File: config.mk
export PLATFORM = sky130hd
export DESIGN_NAME = pll_prog_regs
export DESIGN_NICKNAME = d
export VERILOG_FILES = /design/src/rtl/pll_prog_pkg.sv /design/src/rtl/prog_edge_sync.sv /design/src/rtl/prog_word_regs.sv /design/src/rtl/prog_word_mux.sv /design/src/rtl/pll_prog_regs.sv
export SDC_FILE = /design/constraint.sdc
export NUM_CORES = 1
export LEC_CHECK = 0
export CORE_MARGIN = 2
export CORE_UTILIZATION = 57
export DETAILED_ROUTE_END_ITERATION = 6
export PLACE_DENSITY = 0.85
export SYNTH_ARGS = -nofsm -noshare
export SYNTH_HDL_FRONTEND = slang
export SYNTH_SLANG_ARGS = --single-unit
File: constraint.sdc
create_clock -name clk -period 2.8 [get_ports clk]
set_input_delay 0.42 -clock clk [delete_from_list [all_inputs] [get_ports clk]]
set_output_delay 0.42 -clock clk [all_outputs]
set_load 0.01 [all_outputs]
File: src/rtl/pll_prog_pkg.sv
package pll_prog_pkg;
    localparam int PRE_W   = 1;
    localparam int M_W     = 9;
    localparam int R_W     = 6;
    localparam int A_W     = 4;
    localparam int WORD_W  = PRE_W + M_W + R_W + A_W;
    localparam int BUS_W   = 8;
    localparam int ENH_W   = BUS_W;
    localparam int M_LO_W  = BUS_W - PRE_W;
    localparam int M_HI_W  = M_W - M_LO_W;
    localparam int R_LO_W  = BUS_W - A_W;
    localparam int R_HI_W  = R_W - R_LO_W;

    localparam int STB_SCLK  = 0;
    localparam int STB_SLOAD = 1;
    localparam int STB_ESEL  = 2;
    localparam int STB_M1    = 3;
    localparam int STB_M2    = 4;
    localparam int STB_A     = 5;
    localparam int STB_HOP   = 6;
    localparam int STB_N     = 7;

    typedef struct packed {
        logic             pre_en;
        logic [M_W-1:0]   m;
        logic [R_W-1:0]   r;
        logic [A_W-1:0]   a;
    } ctr_word_t;

    typedef enum logic [1:0] {
        MODE_PAR = 2'd0,
        MODE_SER = 2'd1,
        MODE_DIR = 2'd2
    } if_mode_t;
endpackage

File: src/rtl/prog_edge_sync.sv
module prog_edge_sync #(
    parameter int W = 4
) (
    input  logic         clk,
    input  logic         rst_n,
    input  logic [W-1:0] raw,
    output logic [W-1:0] lvl,
    output logic [W-1:0] rise
);
    typedef struct packed {
        logic [W-1:0] cur;
        logic [W-1:0] prev;
    } sync_t;

    sync_t s_d, s_q;

    always_comb begin
        s_d.cur  = raw;
        s_d.prev = s_q.cur;
    end

    always_ff @(posedge clk) begin
        if (!rst_n) s_q <= '0;
        else        s_q <= s_d;
    end

    assign lvl  = s_q.cur;
    assign rise = s_q.cur & ~s_q.prev;
endmodule

File: src/rtl/prog_word_regs.sv
module prog_word_regs
    import pll_prog_pkg::*;
(
    input  logic                    clk,
    input  logic                    rst_n,
    input  if_mode_t                mode,
    input  logic [STB_N-1:0]        lvl,
    input  logic [STB_N-1:0]        rise,
    input  logic                    ser_bit,
    input  logic [BUS_W-1:0]        bus,
    output ctr_word_t               prim,
    output ctr_word_t               sec,
    output logic [ENH_W-1:0]        enh
);
    typedef struct packed {
        ctr_word_t          prim;
        ctr_word_t          sec;
        logic [ENH_W-1:0]   enh;
    } regs_t;

    regs_t s_d, s_q;
    logic  is_ser, is_par, shift_ok;

    always_comb begin
        s_d      = s_q;
        is_ser   = (mode == MODE_SER);
        is_par   = (mode == MODE_PAR);
        shift_ok = is_ser && rise[STB_SCLK] && !lvl[STB_SLOAD];

        if (shift_ok) begin
            if (lvl[STB_ESEL]) s_d.enh  = {s_q.enh[ENH_W-2:0], ser_bit};
            else               s_d.prim = ctr_word_t'({s_q.prim[WORD_W-2:0], ser_bit});
        end

        if (is_par) begin
            if (rise[STB_M1])
                {s_d.prim.pre_en, s_d.prim.m[M_LO_W-1:0]} = bus;
            if (rise[STB_M2])
                {s_d.prim.r[R_W-1:R_LO_W], s_d.prim.m[M_W-1:M_LO_W]} = bus[R_HI_W+M_HI_W-1:0];
            if (rise[STB_A])
                {s_d.prim.r[R_LO_W-1:0], s_d.prim.a} = bus;
            if (rise[STB_ESEL])
                s_d.enh = bus;
        end

        if ((is_ser && rise[STB_SLOAD]) || ((is_ser || is_par) && rise[STB_HOP]))
            s_d.sec = s_q.prim;
    end

    always_ff @(posedge clk) begin
        if (!rst_n) s_q <= '0;
        else        s_q <= s_d;
    end

    assign prim = s_q.prim;
    assign sec  = s_q.sec;
    assign enh  = s_q.enh;
endmodule

File: src/rtl/prog_word_mux.sv
module prog_word_mux
    import pll_prog_pkg::*;
(
    input  if_mode_t             mode,
    input  logic                 pick_ser,
    input  logic                 pick_par,
    input  logic                 enh_en_n,
    input  ctr_word_t            prim,
    input  ctr_word_t            sec,
    input  logic [ENH_W-1:0]     enh,
    input  logic [BUS_W-1:0]     bus,
    input  logic [R_LO_W-1:0]    dir_ref,
    input  logic [A_W-1:0]       dir_swl,
    output ctr_word_t            word,
    output logic [ENH_W-1:0]     enh_out
);
    always_comb begin
        unique case (mode)
            MODE_SER: word = pick_ser ? prim : sec;
            MODE_PAR: word = pick_par ? prim : sec;
            default: begin
                word.pre_en = bus[BUS_W-1];
                word.m      = {{M_HI_W{1'b0}}, bus[M_LO_W-1:0]};
                word.r      = {{R_HI_W{1'b0}}, dir_ref};
                word.a      = dir_swl;
            end
        endcase
        enh_out = enh_en_n ? '0 : enh;
    end
endmodule

File: src/rtl/pll_prog_regs.sv
module pll_prog_regs
    import pll_prog_pkg::*;
(
    input  logic                 clk,
    input  logic                 rst_n,
    input  logic                 sel_direct,
    input  logic                 sel_serial,
    input  logic                 sclk_in,
    input  logic                 sdata_in,
    input  logic                 sload_n,
    input  logic                 enh_wsel,
    input  logic [BUS_W-1:0]     pbus,
    input  logic                 wr_main_lo,
    input  logic                 wr_main_hi,
    input  logic                 wr_ref_swl,
    input  logic                 wr_hop,
    input  logic                 pick_ser,
    input  logic                 pick_par,
    input  logic                 enh_en_n,
    input  logic [R_LO_W-1:0]    dir_ref,
    input  logic [A_W-1:0]       dir_swl,
    output logic [WORD_W-1:0]    ctr_word,
    output logic [ENH_W-1:0]     enh_out
);
    typedef struct packed {
        logic                 direct;
        logic                 serial;
        logic                 sdata;
        logic [BUS_W-1:0]     bus;
        logic [R_LO_W-1:0]    dref;
        logic [A_W-1:0]       dswl;
        logic                 pk_ser;
        logic                 pk_par;
        logic                 enh_n;
    } pins_t;

    pins_t            in_d, in_q;
    if_mode_t         mode_w;
    logic [STB_N-1:0] stb_raw, lvl_w, rise_w;
    ctr_word_t        prim_w, sec_w, word_w;
    logic [ENH_W-1:0] enh_w;

    always_comb begin
        in_d = '{direct: sel_direct, serial: sel_serial, sdata: sdata_in,
                 bus: pbus, dref: dir_ref, dswl: dir_swl,
                 pk_ser: pick_ser, pk_par: pick_par, enh_n: enh_en_n};
        if (in_q.direct)      mode_w = MODE_DIR;
        else if (in_q.serial) mode_w = MODE_SER;
        else                  mode_w = MODE_PAR;
    end

    always_ff @(posedge clk) begin
        if (!rst_n) in_q <= '0;
        else        in_q <= in_d;
    end

    always_comb begin
        stb_raw            = '0;
        stb_raw[STB_SCLK]  = sclk_in;
        stb_raw[STB_SLOAD] = sload_n;
        stb_raw[STB_ESEL]  = enh_wsel;
        stb_raw[STB_M1]    = wr_main_lo;
        stb_raw[STB_M2]    = wr_main_hi;
        stb_raw[STB_A]     = wr_ref_swl;
        stb_raw[STB_HOP]   = wr_hop;
    end

    prog_edge_sync #(.W(STB_N)) u_sync (
        .clk(clk), .rst_n(rst_n), .raw(stb_raw), .lvl(lvl_w), .rise(rise_w)
    );

    prog_word_regs u_regs (
        .clk(clk), .rst_n(rst_n), .mode(mode_w), .lvl(lvl_w), .rise(rise_w),
        .ser_bit(in_q.sdata), .bus(in_q.bus),
        .prim(prim_w), .sec(sec_w), .enh(enh_w)
    );

    prog_word_mux u_mux (
        .mode(mode_w), .pick_ser(in_q.pk_ser), .pick_par(in_q.pk_par),
        .enh_en_n(in_q.enh_n), .prim(prim_w), .sec(sec_w), .enh(enh_w),
        .bus(in_q.bus), .dir_ref(in_q.dref), .dir_swl(in_q.dswl),
        .word(word_w), .enh_out(enh_out)
    );

    assign ctr_word = word_w;
endmodule

==> results of run 1 <==
==> cell type report <==
| cell class | instances | area (um2) | area share [%] |
|---|---|---|---|
| repair buffers | 66 | 648 | 14.8 |
| multi-input cells | 293 | 1770 | 40.3 |
| clock buffers | 12 | 155 | 3.54 |
| flip-flops and latches | 84 | 1680 | 38.4 |
| clock inverters | 2 | 35.0 | 0.800 |
| well taps | 75 | 93.8 | 2.14 |
==> routing by layer <==
metal,global-route usage (%),up-vias,routed length (um)
li1,-,1535,-
met5,0,-,0
met3,6.03,23,566
met2,39.0,141,3990
met1,32.6,1522,3660
met4,8.80,0,191
==> metrics by stage <==
stage	instances	setup slack (ns)	total power, mW	util [%]
after detailed placement	518	0.373	1.61	69.4
after global placement	518	0.408	1.60	69.4
after global routing	532	-0.0368	2.54	72.7
final	532	0.150	2.45	72.7
after CTS	532	0.0510	2.45	72.6
after floorplan	415	1.01	1.48	-
==> worst reg2reg max path, delay by kind of cell (launching register included) <==
family	cells	cell delay, ns
simple gates	1	0.79
buf+inv	1	0.22
flops	1	0.36
compound gates	2	0.37
==> synth_stat cells, drive strengths merged <==
cell      n  area share (%)
nand2b    2            0.35
nand4bb   1            0.31
a31oi    28             5.0
and2     36             6.2
nor3b     1            0.35
mux2      1            0.31
nand3    28             3.9
nor4bb    1            0.28
nor2b     9             1.6
nor4b     1            0.24
or4b      5             1.4
nor2      1            0.10
a21oi     5            0.69
buf      14             2.7
o21ai    72              10
nand2    56             5.8
a22oi    16             3.3
clkbuf   24             2.5
dfxtp    84              47
mux2i    29             8.0
nand3b    1            0.21
==> state kept, by name (all words and copies together), names as in the netlist <==
signal / count
in_q: 22
u_regs.prim: 20
u_regs.sec: 20
u_regs.enh: 8
u_sync.lvl: 7
u_sync.s_q: 7
==> cells by family (layout without fill, tap and decap cells) <==
kind of cell,Yosys count,after routing
mux,30,30
simple gates,142,142
flops,84,84
compound gates,121,121
buf+inv,38,80
==> worst max-delay path by stage <==
stage,end,slack (ns)
2_1_floorplan,ctr_word[0],1.01
3_3_place_gp,ctr_word[16],0.41
3_5_place_dp,ctr_word[19],0.37
4_1_cts,ctr_word[1],0.05
5_1_grt,ctr_word[14],-0.04
6_report,ctr_word[0],0.15
==> power by group <==
group / switching (mW) / leakage, nW / internal (mW)
registers: 0.0533 / 0.690 / 1.25
clock network: 0.407 / 0.0983 / 0.451
logic: 0.142 / 0.689 / 0.143
==> repair_timing <==
item,in CTS,in global routing
endpoints found under the setup margin,3,10
resized for setup,1,1
pin swaps,0,0
==> results.md, run 1 <==
- CP Cell Sequence: mux2_4 > mux2i_1 > o21ai_0 > clkdlybuf4s50_1
- Hold_buf cts: 0
- Nets: 485
- Worst r2r dst: u_regs.prim[12]$_SDFF_PN0_
- Compound-gate portion of the synthesized area: 19.1%
- Synth Area in XOR/XNOR: 0%
- Status: finished, final reports clean
- Hold Path Class: flop to flop
- Post-synthesis simple-gate area fraction: 20.7%
- Cells after Synth: 415
- Largest net degree at the start of global routing: 62
- WP buf/inv: 1
- H-tree Lvls: 3
- Cts bufs inserted: 9
- Ant diodes: 0
- Hold Crit Start: u_sync.lvl[4]$_SDFF_PN0_
- # IOs: 59
- Die H: 83.6 um
- Clock Tree Buf Depth: 2
- Crit. End Element: output port
- Root Driver: clkbuf_8
- Lkg Pwr: 1.48 nW
- Slew Limit Fails: 0
- DRC Markers: 0
- Layout cells sized above 1: 6.13%
- First-pass GRT wire length: 14000 um
- WHS Endpoint: u_sync.s_q[4]$_SDFF_PN0_
- Seq cells post-synth: 84
- Placement row count: 28
- Reg-to-Reg Start: in_q[21]$_SDFF_PN0_
- Synth warnings: 0
- Via count: 3221
- WP data arrival: 2.23 ns
- Chip width: 83.6 um
- Startpoint Class: flop
- Grt total ovfl: 0
- Mux contribution to synthesized area: 8.36%
- Hold_ws: 0.461 ns
- Post-Route WL: 8410 um
- Initial antenna violation count: 0
- Max-cap violations: 0
- Commonest non-fill, non-tap cell in the layout: dfxtp_1
- Worst Reg-to-Reg Cells: 4
- Clk_lat worst skew: 0.35 ns
- Rel. slew slack: 57.4%
- Crit Path Max Fanout: 20
- Tcrit/Tclk final: 94.7%
- 1st-pass router iterations: 5
- Total GRT Usage: 24.6%
- Die area: 6980 um2
- Slowest stage delay, CP: 0.56 ns
- P per Cell Area: 558 nW/um2
- Most frequent cells in the layout: dfxtp_1, o21ai_0, clkdlybuf4s50_1
- DR vias/cell: 6.05
- Vias in the first global route: 3054
- Least-Margin Pin Slew: 0.639 ns
- Period minus WS final: 2.65 ns
- Largest family of logic cells by synthesized area: simple AND/OR/NAND/NOR gates
- WP depth: 4
- Worst EP required: 2.38 ns
- Placed Area: 4180 um2
- Top delay family on crit path: multiplexers
- Fmax: 377 MHz
- Drt initial violations: 412
- Setup TNS: 0 ns
- Register area share after synthesis: 46.6%
- Hold path cells: 1
- Synth-to-Final Area Change: 21.4%
- Synth Area in Adders: 0%
- Peak supply drop: 506 uV
- Worst R2R Setup Slack: 0.93 ns
- Design area: 4380 um2
- Hpwl dp: 5490 um
- Reg clk slew, reported paths: 0.07 ns
- Endpoints failing hold: 0
- WS Path Type: flop to output port
- TritonCTS clock tree: yes
- Starting Density: 59.9%
- Core Region: 6030 um2
- Detail Route Antenna Nets: 0
- Setup crit start: in_q[20]$_SDFF_PN0_
- CP max-delay cell: clkdlybuf4s50_1
- Clock sinks: 84
- Final Wtd Congestion: 0.806
- Final-report setup violation count: 0
- Synth Net Count: 446
- Syn Area/Cell: 8.70 um2
- Post CTS Setup Buffer Count: 0
- Unrepaired setup endpoints after global routing: yes
- Avg WL per Cell: 15.8 um
- Mapped Area: 3610 um2
- Fillers: 463
- Clk_skew: 0.00925 ns
- Port buffer count: 58
- Synth cell types: 27
No activity file was read; power rests on OpenSTA's default activity.
==> inputs of run 2 (changes only) <==
Settings changed: CELL_PAD_IN_SITES_DETAIL_PLACEMENT set to 0, CELL_PAD_IN_SITES_GLOBAL_PLACEMENT set to 1, CORE_UTILIZATION 57 to 43, GPL_ROUTABILITY_DRIVEN set to 0, PLACE_DENSITY 0.85 to 0.86.
==> results.md, run 2 (synthesis results as in run 1) <==
- Status: finished, final reports clean (unchanged)
- Hold Path Class: flop to flop (unchanged)
- Startpoint Class: flop (unchanged)
- # IOs: 59 (unchanged)
- Clk_lat worst skew: 0.35 ns (about the same)
- Hpwl dp: 5780 um (was 5490 um)
- Lkg Pwr: 1.49 nW (was 1.48 nW)
- Top reg by flops: in_q (unchanged)
- Ant diodes: 0 (unchanged)
- Final-report setup violation count: 0 (unchanged)
- Crit. End Element: output port (unchanged)
- Crit Path Max Fanout: 20 (unchanged)
- Worst R2R Setup Slack: 0.93 ns (about the same)
- Avg WL per Cell: 15.4 um (was 15.8 um)
- Post-Route WL: 8740 um (was 8410 um)
- TritonCTS clock tree: yes (unchanged)
- P per Cell Area: 543 nW/um2 (was 558 nW/um2)
- Slew Limit Fails: 0 (unchanged)
- Hold_ws: 0.460 ns (was 0.461 ns)
- WS Path Type: flop to output port (unchanged)
- Post CTS Setup Buffer Count: 0 (unchanged)
- Detail Route Antenna Nets: 0 (unchanged)
- Commonest non-fill, non-tap cell in the layout: dfxtp_1 (unchanged)
- PnR worst setup slack: 0.215 ns (was 0.150 ns)
- Root Driver: clkbuf_8 (unchanged)
- Reg clk slew, reported paths: 0.07 ns (about the same)
- DR vias/cell: 5.56 (was 6.05)
- Fillers: 757 (was 463)
- Setup crit start: in_q[20]$_SDFF_PN0_ (unchanged)
- Setup TNS: 0 ns (unchanged)
- Placement row count: 33 (was 28)
- Layout cells sized above 1: 7.36% (was 6.13%)
- Tcrit/Tclk final: 92.3% (was 94.7%)
- Largest net degree at the start of global routing: 52 (was 62)
- Least-Margin Pin Slew: 0.936 ns (was 0.639 ns)
- Starting Density: 44.1% (was 59.9%)
- DRC Markers: 0 (unchanged)
- Die area: 9140 um2 (was 6980 um2)
- Nets: 489 (was 485)
- Endpoints failing hold: 0 (unchanged)
- Grt total ovfl: 0 (unchanged)
- Cts bufs inserted: 9 (unchanged)
- Unrepaired setup endpoints after global routing: no (was yes)
- Chip width: 95.6 um (was 83.6 um)
- WP data arrival: 2.17 ns (was 2.23 ns)
- Clock sinks: 84 (unchanged)
- Max-cap violations: 0 (unchanged)
- Top Usage Layer GRT: met2 (unchanged)
- Core Region: 8180 um2 (was 6030 um2)
- Rel. slew slack: 37.5% (was 57.4%)
- Hold_buf cts: 0 (unchanged)
- Pre-CTS WS: 0.281 ns (was 0.373 ns)
- Synth-to-Final Area Change: 22.7% (was 21.4%)
- Period minus WS final: 2.59 ns (was 2.65 ns)
- Clock Tree Buf Depth: 2 (unchanged)
- Initial antenna violation count: 0 (unchanged)
- Drt initial violations: 248 (was 412)
- Vias in the first global route: 2950 (was 3054)
- Largest register FFs: 22 (unchanged)
- 1st-pass router iterations: 5 (unchanged)
- Port buffer count: 58 (unchanged)
- Via count: 3154 (was 3221)
- Total GRT Usage: 20.8% (was 24.6%)
- First-pass GRT wire length: 14700 um (was 14000 um)
- H-tree Lvls: 3 (unchanged)
- M1 GR Usage: 28.3% (was 32.6%)
- Hold Crit Start: u_regs.sec[9]$_SDFFE_PN0P_ (was u_sync.lvl[4]$_SDFF_PN0_)
- Most frequent cells in the layout: dfxtp_1, o21ai_0, clkdlybuf4s50_1 (unchanged)
- GRT met3 Usage: 3.40% (was 6.03%)
- Worst EP required: 2.38 ns (about the same)
- Die H: 95.6 um (was 83.6 um)
- Fmax: 387 MHz (was 377 MHz)
- Peak supply drop: 273 uV (was 506 uV)
- Clk_skew: 0.00610 ns (was 0.00925 ns)
- Reg-to-Reg Start: in_q[21]$_SDFF_PN0_ (unchanged)
- Met2 Resource Use GR: 32.3% (was 39.0%)
[run 2: cell types whose count changed in the layout (fill, tap and decap cells not counted), sizes merged]
| cell | before | now |
|---|---|---|
| clkbuf | 12 | 14 |
| bufinv | 1 | 0 |
| buf | 9 | 13 |
[run 2: cell type report]
| class | instances | area, um2 | area share (%) |
|---|---|---|---|
| sequential | 84 | 1680 | 38.0 |
| timing repair buffer | 70 | 666 | 15.0 |
| tap | 105 | 131 | 2.97 |
| clock buffer | 14 | 183 | 4.12 |
| clock inverter | 1 | 5.00 | 0.113 |
| multi-input combinational | 293 | 1760 | 39.8 |
[run 2: timing repair]
action | in CTS | in global routing
gates resized for setup | 1 | 1
pin swaps | 0 | 0
setup endpoints to repair | 16 | 7
[run 2: worst paths after layout]
kind | cells past startpoint | end
max reg2reg | 4 | u_regs.prim[4]$_SDFF_PN0_
max | 4 | ctr_word[7]
min reg2reg | 2 | u_regs.sec[9]$_SDFFE_PN0P_
min | 2 | u_regs.sec[9]$_SDFFE_PN0P_
[run 2: where the power goes]
part           internal (mW)  total (mW)  switching (mW)
clock                  0.414       0.816           0.402
sequential              1.25        1.30          0.0517
combinational          0.145       0.289           0.144
[run 2: worst max-delay path: stages, from the launching register on]
cell and delay [ns]:
dfxtp_2 0.44, mux2_4 0.46, mux2i_1 0.16, o21ai_0 0.18
clkdlybuf4s50_1 0.57
[run 2: through the flow]
step,utilization (%),area [um2],std cells,total power [mW]
2_1_floorplan,-,3610,415,1.48
3_3_place_gp,51.8,4240,552,1.61
3_5_place_dp,51.8,4240,552,1.62
4_1_cts,54.2,4430,567,2.42
5_1_grt,54.2,4430,567,2.51
6_report,54.2,4430,567,2.41
[run 2: per-layer routing]
| metal | vias to the layer above | wire (um) |
|---|---|---|
| met5 | - | 0 |
| met4 | 0 | 191 |
| met3 | 13 | 424 |
| met2 | 97 | 4050 |
| met1 | 1494 | 4070 |
| li1 | 1550 | - |
==> inputs of run 3 (changes only) <==
Clock period 2.8 ns to 3.2 ns, I/O delays scaled along.
==> results.md, run 3 (synthesis results as in run 1) <==
- Status: finished, final reports clean (unchanged)
- P_int: 1.77 mW (was 1.81 mW)
- Unrepaired setup endpoints after global routing: no (unchanged)
- Starting Density: 44.1% (unchanged)
- Endpoints failing hold: 0 (unchanged)
- Register share of total power: 49.4% (was 54.1%)
- Wire length on met1: 3850 um (was 4070 um)
- Vias in the first global route: 2942 (was 2950)
- Port buffer count: 58 (unchanged)
- Clk_lat worst skew: 0.35 ns (about the same)
- P per Cell Area: 519 nW/um2 (was 543 nW/um2)
- Post-placement cell count: 545 (was 552)
- Detail Route Antenna Nets: 0 (unchanged)
- Hold_buf cts: 0 (unchanged)
- Avg WL per Cell: 15.1 um (was 15.4 um)
- Total chip power: 2.30 mW (was 2.41 mW)
- Die H: 95.6 um (unchanged)
- Lkg Pwr: 1.48 nW (was 1.49 nW)
- Met3 wire length: 400 um (was 424 um)
- Drt initial violations: 201 (was 248)
- Setup TNS: 0 ns (unchanged)
- Post-cts gate resize count: 0 (was 1)
- Slew Limit Fails: 0 (unchanged)
- Clk_skew: 0.00745 ns (was 0.00610 ns)
- Die area: 9140 um2 (unchanged)
- Clock Tree Buf Depth: 2 (unchanged)
- Multi-input gate area: 1760 um2 (about the same)
- Final-report setup violation count: 0 (unchanged)
- Worst R2R Setup Slack: 1.07 ns (was 0.93 ns)
- Fmax: 343 MHz
- Worst EP required: 2.72 ns (was 2.38 ns)
- Placement row count: 33 (unchanged)
- Initial antenna violation count: 0 (unchanged)
- Crit Path Max Fanout: 20 (unchanged)
- Hold Path Class: flop to flop (unchanged)
- Cts bufs inserted: 9 (unchanged)
- NetSw: 0.527 mW (was 0.598 mW)
- Chip width: 95.6 um (unchanged)
- Commonest non-fill, non-tap cell in the layout: dfxtp_1 (unchanged)
- Total GRT Usage: 19.8% (was 20.8%)
- Fillers: 753 (was 757)
- TritonCTS clock tree: yes (unchanged)
- Final non-filler cell total: 561 (was 567)
- Largest net degree at the start of global routing: 52 (unchanged)
- Rel. slew slack: 20.3% (was 37.5%)
- Least-Margin Pin Slew: 1.18 ns (was 0.936 ns)
- Max layer used: met4 (unchanged)
- Post-Route WL: 8490 um (was 8740 um)
- Nets: 482 (was 489)
- Core Region: 8180 um2 (unchanged)
- Root Driver: clkbuf_8 (unchanged)
- Clock sinks: 84 (unchanged)
- Seq. cell area: 1680 um2 (about the same)
- Reg clk slew, reported paths: 0.08 ns (was 0.07 ns)
- Switching Share: 22.9% (was 24.8%)
- Max-cap violations: 0 (unchanged)
- WS Path Type: flop to output port (unchanged)
- Tcrit/Tclk final: 91.2%
- Crit. End Element: output port (unchanged)
- Comb pwr share: 10.7% (was 12.0%)
- First-pass GRT wire length: 14100 um (was 14700 um)
- DRC Markers: 0 (unchanged)
- DR vias/cell: 5.60 (was 5.56)
- H-tree Lvls: 3 (unchanged)
- Hpwl dp: 5560 um (was 5780 um)
- Startpoint Class: flop (unchanged)
- Top reg by flops: in_q (unchanged)
- Metal2 WL: 4050 um (about the same)
- Layout cells sized above 1: 5.92% (was 7.36%)
- Power share of the clock group: 39.9% (was 33.9%)
- Largest register FFs: 22 (unchanged)
- Finished Core Util: 54.2% (about the same)
- 1st-pass router iterations: 5 (unchanged)
- Ant diodes: 0 (unchanged)
- WP data arrival: 2.44 ns (was 2.17 ns)
- Post CTS Setup Buffer Count: 0 (unchanged)
- Via count: 3140 (was 3154)
- Grt total ovfl: 0 (unchanged)
- # IOs: 59 (unchanged)
- Synth-to-Final Area Change: 22.9% (was 22.7%)
- Most frequent cells in the layout: dfxtp_1, o21ai_0, clkdlybuf4s50_1 (unchanged)
- Peak supply drop: 275 uV (was 273 uV)
- Period minus WS final: 2.92 ns
-- run 3: cell types whose count changed in the layout (fill, tap and decap cells not counted), sizes merged --
cell	before	now
buf	13	6
clkbuf	14	12
bufinv	0	3
-- run 3: path summary, 6_finish.rpt --
path                                                   from                          end  cells after the start
worst min-delay path            u_regs.sec[11]$_SDFFE_PN0P_  u_regs.sec[11]$_SDFFE_PN0P_                      2
worst max-delay path                    in_q[20]$_SDFF_PN0_                 ctr_word[16]                      4
worst min register to register  u_regs.sec[11]$_SDFFE_PN0P_  u_regs.sec[11]$_SDFFE_PN0P_                      2
worst max register to register          in_q[21]$_SDFF_PN0_    u_regs.prim[5]$_SDFF_PN0_                      4
-- run 3: cell type report --
| cell class | count | area share [%] |
|---|---|---|
| multi-input combinational | 293 | 39.6 |
| clock buffer | 12 | 3.50 |
| clock inverter | 4 | 2.14 |
| tap | 105 | 2.96 |
| sequential | 84 | 37.9 |
| timing repair buffer | 63 | 13.8 |
-- run 3: power groups by stage --
stage / sequential, mW / combinational [mW] / clock, mW
3_3_place_gp: 1.16 / 0.243 / 0
5_1_grt: 1.14 / 0.271 / 0.972
2_1_floorplan: 1.14 / 0.155 / 0
3_5_place_dp: 1.16 / 0.246 / 0
4_1_cts: 1.14 / 0.247 / 0.929
6_report: 1.14 / 0.245 / 0.919
-- run 3: critical path, cell delays in order (launching register included) --
cell and delay [ns]:
dfxtp_1 0.50, mux2_2 0.58, a22oi_1 0.18, o21ai_0 0.24, clkdlybuf4s50_1 0.57
-- run 3: metal layers --
| metal | vias to the layer above | GRT usage, % |
|---|---|---|
| met5 | - | 0 |
| met4 | 0 | 10.0 |
| met3 | 14 | 2.77 |
| met2 | 101 | 31.9 |
| met1 | 1491 | 25.9 |
| li1 | 1534 | - |
-- run 3: metrics by stage --
stage,area (um2),setup WS [ns],hold slack (ns)
final,4430,0.282,0.460
after floorplan,3610,1.35,0.421
after global placement,4180,0.684,0.441
after global routing,4430,0.0859,0.474
after CTS,4430,0.249,0.459
after detailed placement,4180,0.617,0.442
